**src/rtl/wdog_pkg.sv**
```systemverilog
package wdog_pkg;
  localparam int SEL_W   = 3;
  localparam int PERIODS = 5;  // codes 1..PERIODS are timed, the rest idle
  typedef logic [SEL_W-1:0] wdog_sel_t;
  localparam wdog_sel_t SEL_IDLE = '0;
endpackage

```
**src/rtl/wdog_kick_sync.sv**
```systemverilog
module wdog_kick_sync #(
  parameter int STAGES = 2
) (
  input  logic clk_i,
  input  logic rst_ni,
  input  logic kick_i,
  output logic edge_o
);
  logic [STAGES-1:0] sync_q;
  logic              hist_q;

  always_ff @(posedge clk_i or negedge rst_ni) begin
    if (!rst_ni) begin
      sync_q <= '0;
      hist_q <= 1'b0;
    end else begin
      sync_q <= {sync_q[STAGES-2:0], kick_i};
      hist_q <= sync_q[STAGES-1];
    end
  end

  // either polarity counts as activity
  assign edge_o = sync_q[STAGES-1] ^ hist_q;
endmodule

```
**src/rtl/wdog_period_dec.sv**
```systemverilog
module wdog_period_dec
  import wdog_pkg::*;
#(
  parameter int BASE_TICKS = 400,
  parameter int LIM_W      = $clog2(BASE_TICKS * (1 << (PERIODS - 1)) + 1)
) (
  input  logic             clk_i,
  input  logic             rst_ni,
  input  wdog_sel_t        sel_i,
  output logic [LIM_W-1:0] limit_o,
  output logic             idle_o,
  output logic             chg_o
);
  wdog_sel_t        sel_q;
  logic [LIM_W-1:0] lim_tab [PERIODS];

  for (genvar g = 0; g < PERIODS; g++) begin : g_tab
    assign lim_tab[g] = LIM_W'(BASE_TICKS << g);
  end

  always_ff @(posedge clk_i or negedge rst_ni) begin
    if (!rst_ni) sel_q <= SEL_IDLE;
    else         sel_q <= sel_i;
  end

  always_comb begin
    limit_o = '0;
    for (int i = 0; i < PERIODS; i++) begin
      if (sel_q == SEL_W'(i + 1)) limit_o = lim_tab[i];
    end
  end

  assign idle_o = (limit_o == '0);
  assign chg_o  = (sel_i != sel_q);

  assert_limit_doubles_R2: assert property (@(posedge clk_i) disable iff (!rst_ni)
    (sel_q == SEL_W'(2)) |-> (limit_o == LIM_W'(2 * BASE_TICKS)));
endmodule

```
**src/rtl/wdog_counter.sv**
```systemverilog
module wdog_counter #(
  parameter int LIM_W = 13
) (
  input  logic             clk_i,
  input  logic             rst_ni,
  input  logic             tick_i,
  input  logic             clr_i,
  input  logic             idle_i,
  input  logic [LIM_W-1:0] limit_i,
  output logic             expire_o
);
  logic [LIM_W-1:0] cnt_q;
  logic [LIM_W-1:0] last;

  assign last = limit_i - LIM_W'(1);

  always_ff @(posedge clk_i or negedge rst_ni) begin
    if (!rst_ni) begin
      cnt_q    <= '0;
      expire_o <= 1'b0;
    end else begin
      expire_o <= 1'b0;
      if (clr_i) begin
        cnt_q <= '0;
      end else if (tick_i) begin
        if (cnt_q == last) begin
          cnt_q    <= '0;
          expire_o <= 1'b1;
        end else begin
          cnt_q <= cnt_q + LIM_W'(1);
        end
      end
    end
  end

  assert_cnt_below_limit_R5: assert property (@(posedge clk_i) disable iff (!rst_ni)
    !idle_i |-> (cnt_q < limit_i));
  assert_clear_wins_R10: assert property (@(posedge clk_i) disable iff (!rst_ni)
    clr_i |=> (cnt_q == '0 && !expire_o));
  assert_pulse_one_clock_R6: assert property (@(posedge clk_i) disable iff (!rst_ni)
    expire_o |=> !expire_o);
  assert_expire_needs_tick_R9: assert property (@(posedge clk_i) disable iff (!rst_ni)
    expire_o |-> $past(tick_i));
  assert_idle_count_zero_R3: assert property (@(posedge clk_i) disable iff (!rst_ni)
    idle_i |=> (cnt_q == '0));
endmodule

```
**src/rtl/wdog_timer.sv**
```systemverilog
module wdog_timer
  import wdog_pkg::*;
#(
  parameter int BASE_TICKS  = 400,
  parameter int SYNC_STAGES = 2,
  localparam int LIM_W      = $clog2(BASE_TICKS * (1 << (PERIODS - 1)) + 1)
) (
  input  logic             clk_i,
  input  logic             rst_ni,
  input  logic             tick_i,
  input  logic             kick_i,
  input  logic [SEL_W-1:0] sel_i,
  input  logic             rst_act_i,
  output logic             expire_o
);
  logic             kick_edge;
  logic             sel_chg;
  logic             idle;
  logic [LIM_W-1:0] limit;
  logic             clr;

  wdog_kick_sync #(.STAGES(SYNC_STAGES)) u_sync (
    .clk_i  (clk_i),
    .rst_ni (rst_ni),
    .kick_i (kick_i),
    .edge_o (kick_edge)
  );

  wdog_period_dec #(.BASE_TICKS(BASE_TICKS), .LIM_W(LIM_W)) u_dec (
    .clk_i   (clk_i),
    .rst_ni  (rst_ni),
    .sel_i   (sel_i),
    .limit_o (limit),
    .idle_o  (idle),
    .chg_o   (sel_chg)
  );

  assign clr = kick_edge | sel_chg | idle | rst_act_i;

  wdog_counter #(.LIM_W(LIM_W)) u_cnt (
    .clk_i    (clk_i),
    .rst_ni   (rst_ni),
    .tick_i   (tick_i),
    .clr_i    (clr),
    .idle_i   (idle),
    .limit_i  (limit),
    .expire_o (expire_o)
  );

  assert_rst_act_quiet_R7: assert property (@(posedge clk_i) disable iff (!rst_ni)
    rst_act_i |=> !expire_o);
  assert_idle_quiet_R3: assert property (@(posedge clk_i) disable iff (!rst_ni)
    idle |=> !expire_o);
  assert_kick_clears_R4: assert property (@(posedge clk_i) disable iff (!rst_ni)
    kick_edge |=> !expire_o);
  assert_sel_change_clears_R8: assert property (@(posedge clk_i) disable iff (!rst_ni)
    sel_chg |=> !expire_o);
endmodule

```
**config.mk**
```make
export PLATFORM = sky130hd
export DESIGN_NAME = wdog_timer
export DESIGN_NICKNAME = d
export VERILOG_FILES = /design/src/rtl/wdog_pkg.sv /design/src/rtl/wdog_kick_sync.sv /design/src/rtl/wdog_period_dec.sv /design/src/rtl/wdog_counter.sv /design/src/rtl/wdog_timer.sv
export SDC_FILE = /design/constraint.sdc
export NUM_CORES = 1
export LEC_CHECK = 0
export BUFFER_PORTS_ARGS = -buffer_cell sky130_fd_sc_hd__buf_2
export CORE_ASPECT_RATIO = 0.9
export CORE_UTILIZATION = 35
export DETAILED_ROUTE_END_ITERATION = 8
export GPL_TIMING_DRIVEN = 1
export PLACE_DENSITY = 0.49
export SLEW_MARGIN = 20
export SYNTH_ARGS = -nofsm -noshare
export SYNTH_HDL_FRONTEND = slang
export SYNTH_SLANG_ARGS = --single-unit
```
**constraint.sdc**
```tcl
create_clock -name clk_i -period 4.7 [get_ports clk_i]
set_input_delay 0 -clock clk_i [delete_from_list [all_inputs] [get_ports clk_i]]
set_output_delay 0 -clock clk_i [all_outputs]
set_load 0.01 [all_outputs]
```
==> impl_results.md, run 1 <==
* Post-Syn Area at 1430 um2
* Clock share of power at 0.445
* Final worst path period share at 0.621
* Placed cells at 206
* Vias/cell at 5.57
* Worst setup EP type: flop
* DP Worst Slack at 1.78 ns
* Final ANT Viol Nets at 0
* #FFs+latches synth at 20
* Reg power frac at 0.458
* Internal power at 305 uW
* Routed vias at 1197
* Top FF cell, synth: dfrtp_1
* Pin count of the biggest net entering global routing at 21
* Slew HR at 0.562
* Pre-Repair DR Iteration Count at 4
* I/O pins at 9
* Global-route wire length before repair at 5380 um
* Final Hold Fails at 0
* Layout cells sized above 1 at 0.142
* Slowest stage delay, CP at 0.64 ns
* Fill cells at 366
* Residual DRC count at 0
* Critical path peak fanout at 18
* Die area at 4330 um2
* Maximum clock frequency at 0.343 GHz
* Sequential cell area fraction in the yosys report at 0.351
* Worst Hold Class: primary input to flop
* Ys async rst share at 1.00
* Initial Utilization at 0.374
* Detail Placement HPWL at 2250 um
* Total chip power at 394 uW
* Area share of the largest cell type after synthesis at 0.351
* Post-synth top area cell: dfrtp_1
* Hold Startpoint: tick_i
* Total wire length at 3220 um
* Die height at 62.5 um
* R2r startpoint: u_dec.sel_q[1]
* CTS resizes at 0
* Storage cell area at 500 um2
* Clock sinks at 20
* Core ar. at 3810 um2
* Worst path required time at 4.82 ns
* N_diodes at 0
* CP delay by family, top: simple AND/OR/NAND/NOR gates
* Cts hold-fix bufs at 5
* CTS clk-pin slew, worst paths at 0.08 ns
* Wire per inst at 15.0 um
* Syn Area/Cell at 8.69 um2
* Max_cap viols at 0
* Leak pwr at 0.593 nW
* Nets at 180
* Power Density at 248 nW/um2
* Crit path DAT at 3.04 ns
* Critical-path cell list: nor2b_1 -> nand2_1 -> ha_1 -> or4b_4 -> a31o_4 -> a211oi_4 -> o2111ai_4 -> nand3b_1 -> a21oi_1
* Worst path bufs/invs at 0
* Layout Cells excl Fill at 215
* Slew Viols, Final at 0
* Synth area leaders: dfrtp_1 (35%), nand3_1 (6.7%), nand2_1 (4.2%), nor2_1 (3.2%), xnor2_1 (3.1%)
* Gpl congestion at 0.874
* Final WS setup at 1.78 ns
* CP Launch Point: u_dec.sel_q[1]
* Root Buffer: clkbuf_8
* DRT iter0 DRCs at 60
* Status: finished, final reports clean
* Grt total ovfl at 0
* Post-CTS Repair Setup Buffers at 0
* Switching part of the total at 0.226
* Multi-input combinational cell area at 853 um2
* CP Class: flop to flop
* Combinational Power Share at 0.097
* Worst-case clock buffer depth at 2
* Row count at 21
* GR Util All Layers at 0.157
* Mapped Cells at 164
* CTS tree: built
* Endpoints failing setup at 0
* Synth unique cells at 47
* Final Skew at 0.00281 ns
* Minimum clock period at 2.92 ns
* Initial antenna violation count at 0
* Vias in the first global route at 1092
* Cts bufs inserted at 3
* CP max-delay cell: dfrtp_1
* Clk_lat worst skew at 0.26 ns
* Switching pwr at 89.1 uW
* Area growth, synth to finish at 11.4%
* Unrepaired setup endpoints after global routing: false
* Syn Nets at 174
* Die width at 69.3 um
* Slew @ Worst Pin at 0.655 ns
* Total negative slack at 0 ns
* Startpoint Class: flop
* Syn. warnings at 0
* Worst vdd ir at 0.000165 V
* Port Buffers at 8
* H-tree depth at 1
* Number of flops mapped to enable cells by yosys at 0
## Yosys cell counts, types with 2 or more instances
cell type,n
buf_2,3
or3_1,2
dfrtp_1,20
nor3_1,4
and3_1,4
a21oi_1,5
nand4_1,2
nor2b_1,2
o211ai_1,4
nor4_1,6
xnor2_1,5
nand3b_1,3
inv_1,3
o21ba_2,2
o21ai_0,6
nor2_1,12
a31oi_1,3
ha_1,2
clkbuf_1,8
and4b_1,2
nand2_1,16
nand3_1,19
xor2_1,4
nand2b_1,4
## final timing paths
| path | endpoint | cells after the start | slack [ns] |
|---|---|---|---|
| worst min register to register | u_sync.sync_q[1] | 0 | 0.36 |
| worst max-delay path | u_cnt.cnt_q[0] | 9 | 1.78 |
| worst max register to register | u_cnt.cnt_q[0] | 9 | 1.78 |
| max in group asynchronous | u_cnt.cnt_q[8] | 2 | 4.15 |
| min in group asynchronous | u_cnt.cnt_q[11] | 2 | 0.22 |
| worst min-delay path | u_cnt.cnt_q[10] | 3 | 0.16 |
## worst min-delay path, stage by stage
cell	delay [ns]
buf_2	0.21
nor2_1	0.12
nor4_1	0.05
## cells by family (layout without fill, tap and decap cells)
| group | after synthesis | after routing | synth area share |
|---|---|---|---|
| xor gates and xnor gates | 9 | 9 | 0.0553 |
| AOI/OAI and AO/OA | 32 | 32 | 0.196 |
| muxes | 1 | 1 | 0.00790 |
| DFF | 20 | 20 | 0.351 |
| adders and majority gates | 2 | 2 | 0.0176 |
| buffers and inverters | 16 | 21 | 0.0500 |
| and+or+nand+nor | 84 | 84 | 0.322 |
## metal layers
metal	track usage	part of all wire
met5	0	0
met4	0.0383	0.0087
met3	0.0339	0.040
met2	0.250	0.46
met1	0.216	0.49
## sequential cells by signal, summed over array words and instances, names as in the netlist
name            count
u_sync.hist_q       1
u_sync.sync_q       2
u_cnt.cnt_q        13
u_cnt.expire_o      1
u_dec.sel_q         3
## stage by stage
stage	util	instance area (um2)	hold WS (ns)
2_1_floorplan	-	1430	-0.296
3_3_place_gp	0.385	1470	-0.00673
3_5_place_dp	0.385	1470	-0.00287
4_1_cts	0.417	1590	0.147
5_1_grt	0.417	1590	0.176
6_report	0.417	1590	0.159
## area by class of cell
| class | count | area share |
|---|---|---|
| Clock buffer | 3 | 0.0260 |
| Clock inverter | 1 | 0.0189 |
| Inverter | 4 | 0.00946 |
| Multi-Input combinational cell | 128 | 0.537 |
| Sequential cell | 20 | 0.315 |
| Tap cell | 46 | 0.0362 |
| Timing Repair Buffer | 13 | 0.0567 |
## cells in the final DEF, fill, tap and decap left out, types with 2 or more instances in the layout
cell type / n
or3_1: 2
and4b_1: 2
xor2_1: 4
nand2b_1: 4
dfrtp_1: 20
nand3_1: 19
xnor2_1: 5
buf_2: 8
nor2_1: 12
o21ai_0: 6
nor4_1: 6
a31oi_1: 3
clkbuf_8: 3
nand4_1: 2
nand3b_1: 3
dlygate4sd3_1: 5
o211ai_1: 4
a21oi_1: 5
ha_1: 2
nand2_1: 16
nor3_1: 4
o21ba_2: 2
nor2b_1: 2
inv_1: 3
and3_1: 4
## power groups by stage
stage	clock network [mW]	logic (mW)	registers [mW]
global route	0.187	0.0426	0.182
floorplan	0	0.0291	0.180
detailed placement	0	0.0351	0.184
global placement	0	0.0348	0.184
CTS	0.180	0.0385	0.181
finish	0.176	0.0380	0.181
(Power assumes the default switching activity.)
==> inputs of run 2 (changes only) <==
clock period = 2.8 ns   (was 4.7 ns; I/O delays follow)
==> run 2 against run 1 <==
Fmax grew 12%. Worst hold slack is essentially flat. First-iteration DRC count grew 63%. Sequential share of layout area is the same. Flip-flop and latch count is the same. Wire length shrank 2.7%. Sequential power grew 64%. Combinational power grew 100%. Power grew 41%. Register-to-register slack lost 1.6 ns.
==> impl_results.md, run 2 (same netlist as run 1, synthesis figures left out) <==
* Area growth, synth to finish at 11.4%
* Unrepaired setup endpoints after global routing: false
* Slew @ Worst Pin at 0.603 ns
* Vias in the first global route at 1164
* Clock share of power at 0.331
* Post-CTS Repair Setup Buffers at 0
* Worst path required time at 2.91 ns
* Combinational Power Share at 0.137
* Max reg flops at 13
* Grt total ovfl at 0
* Critical path peak fanout at 8
* Die width at 69.3 um
* H-tree depth at 1
* GR Util All Layers at 0.155
* Final hold slack at 0.159 ns
* Global-route wire length before repair at 5550 um
* Port Buffers at 8
* Vias/cell at 5.70
* CTS tree: built
* Row count at 21
* Endpoints failing setup at 0
* Status: finished, final reports clean
* Final Skew at 0.000983 ns
* Layout cells sized above 1 at 0.157
* Slew Viols, Final at 0
* Die area at 4330 um2
* Clock sinks at 20
* Clk_lat worst skew at 0.25 ns
* Leak pwr at 0.597 nW
* Most frequent cells in the layout: dfrtp_1 (20), nand3_1 (19), nand2_1 (16)
* Routed vias at 1242
* Switching pwr at 135 uW
* CP max-delay cell: a211oi_2
* DRT iter0 DRCs at 98
* Cts bufs inserted at 3
* Initial antenna violation count at 0
* Gpl congestion at 0.794
* Biggest register: u_cnt.cnt_q
* Hold Startpoint: tick_i
* Reg power frac at 0.532
* Detail Placement HPWL at 2250 um
* Hold Crit Depth at 3
* Largest regs: u_cnt.cnt_q: 13 flops, u_dec.sel_q: 3 flops, u_sync.sync_q: 2 flops
* Minimum clock period at 2.61 ns
* Startpoint Class: flop
* Power Density at 350 nW/um2
* Slew HR at 0.597
* Most common cell after layout, fill and taps aside: dfrtp_1
* Total wire length at 3130 um
* Switching part of the total at 0.243
* Crit path DAT at 2.71 ns
* Wire per inst at 14.4 um
* Worst setup EP type: flop
* Final worst path period share at 0.931
* Pre-Repair DR Iteration Count at 4
* Reg2Reg Depth at 10
* Total negative slack at 0 ns
* Nets at 184
* Die height at 62.5 um
* Initial Utilization at 0.374
* Internal power at 421 uW
* Critical-path cell list: nor2b_1 -> nand2_1 -> ha_1 -> buf_4 -> o21ba_2 -> a211oi_1 -> o311a_1 -> o21ai_1 -> a211oi_2 -> nor4_1
* Worst Hold Class: primary input to flop
* Final Hold Fails at 0
* N_diodes at 0
* Max_cap viols at 0
* Root Buffer: clkbuf_8
* CTS clk-pin slew, worst paths at 0.07 ns
* Maximum clock frequency at 0.384 GHz
* Final ANT Viol Nets at 0
* CP Launch Point: u_dec.sel_q[0]
* Core ar. at 3810 um2
* Worst vdd ir at 0.000179 V
* R2r startpoint: u_dec.sel_q[0]
* Worst-case clock buffer depth at 2
* Pin count of the biggest net entering global routing at 21
* CP endpoint: u_cnt.cnt_q[6]
* CP Class: flop to flop
* Residual DRC count at 0
* I/O pins at 9
* Slowest stage delay, CP at 0.42 ns
* Reg-to-reg critical path endpoint: u_cnt.cnt_q[6]
* Reg2reg setup slack at 0.19 ns
## run 2: changes by cell type in the layout (fill, tap and decap cells not counted)
cell,change
buf_4,+4
bufinv_16,-1
## run 2: worst min path at each step
| stage | slack, ns | endpoint |
|---|---|---|
| floorplan | -0.30 | u_cnt.cnt_q[0] |
| global placement | -0.01 | u_dec.sel_q[1] |
| detailed placement | 0.0003 | u_cnt.cnt_q[11] |
| CTS | 0.16 | u_cnt.cnt_q[8] |
| global route | 0.16 | u_cnt.cnt_q[8] |
| finish | 0.16 | u_cnt.cnt_q[7] |
## run 2: metrics by stage
stage	std cells	utilization	worst slack [ns]	instance area (um2)	power, mW
global route	218	0.417	0.0423	1590	0.591
global placement	210	0.393	0.332	1500	0.372
detailed placement	210	0.393	0.227	1500	0.373
finish	218	0.417	0.195	1590	0.556
floorplan	164	-	0.230	1430	0.350
CTS	218	0.417	0.200	1590	0.567
## run 2: area by class of cell
class,instances,area (um2)
clock buffers,3,41.3
fillers,361,2220
inverters,4,15.0
multi-input cells,128,853
flip-flops and latches,20,500
well taps,46,57.6
repair buffers,17,120
## run 2: routing by layer
| layer | wire length, um | share of wire | global-route usage | up-vias |
|---|---|---|---|---|
| li1 | - | - | - | 617 |
| met1 | 1570 | 0.50 | 0.217 | 606 |
| met2 | 1460 | 0.47 | 0.254 | 17 |
| met3 | 92 | 0.029 | 0.0242 | 2 |
| met4 | 11 | 0.0035 | 0.0306 | 0 |
| met5 | 0 | 0 | 0 | - |
## run 2: worst max-delay path: cells and delay by family (launching register included)
kind / cells / cell delay [ns]
compound gates: 5 / 1.22
fa+ha+maj: 1 / 0.25
buf+inv: 1 / 0.17
flops: 1 / 0.36
simple gates: 3 / 0.46
## run 2: power groups by stage
stage	clock (mW)	sequential (mW)	combinational (mW)
CTS	0.194	0.296	0.0772
global route	0.211	0.297	0.0840
finish	0.184	0.296	0.0759
global placement	0	0.302	0.0702
floorplan	0	0.301	0.0489
detailed placement	0	0.302	0.0715
## run 2: what timing repair did
action,4_1_cts,5_1_grt
hold endpoints to repair,24,0
gates resized for setup,0,0
setup endpoints to repair,0,0
hold buffers,5,0
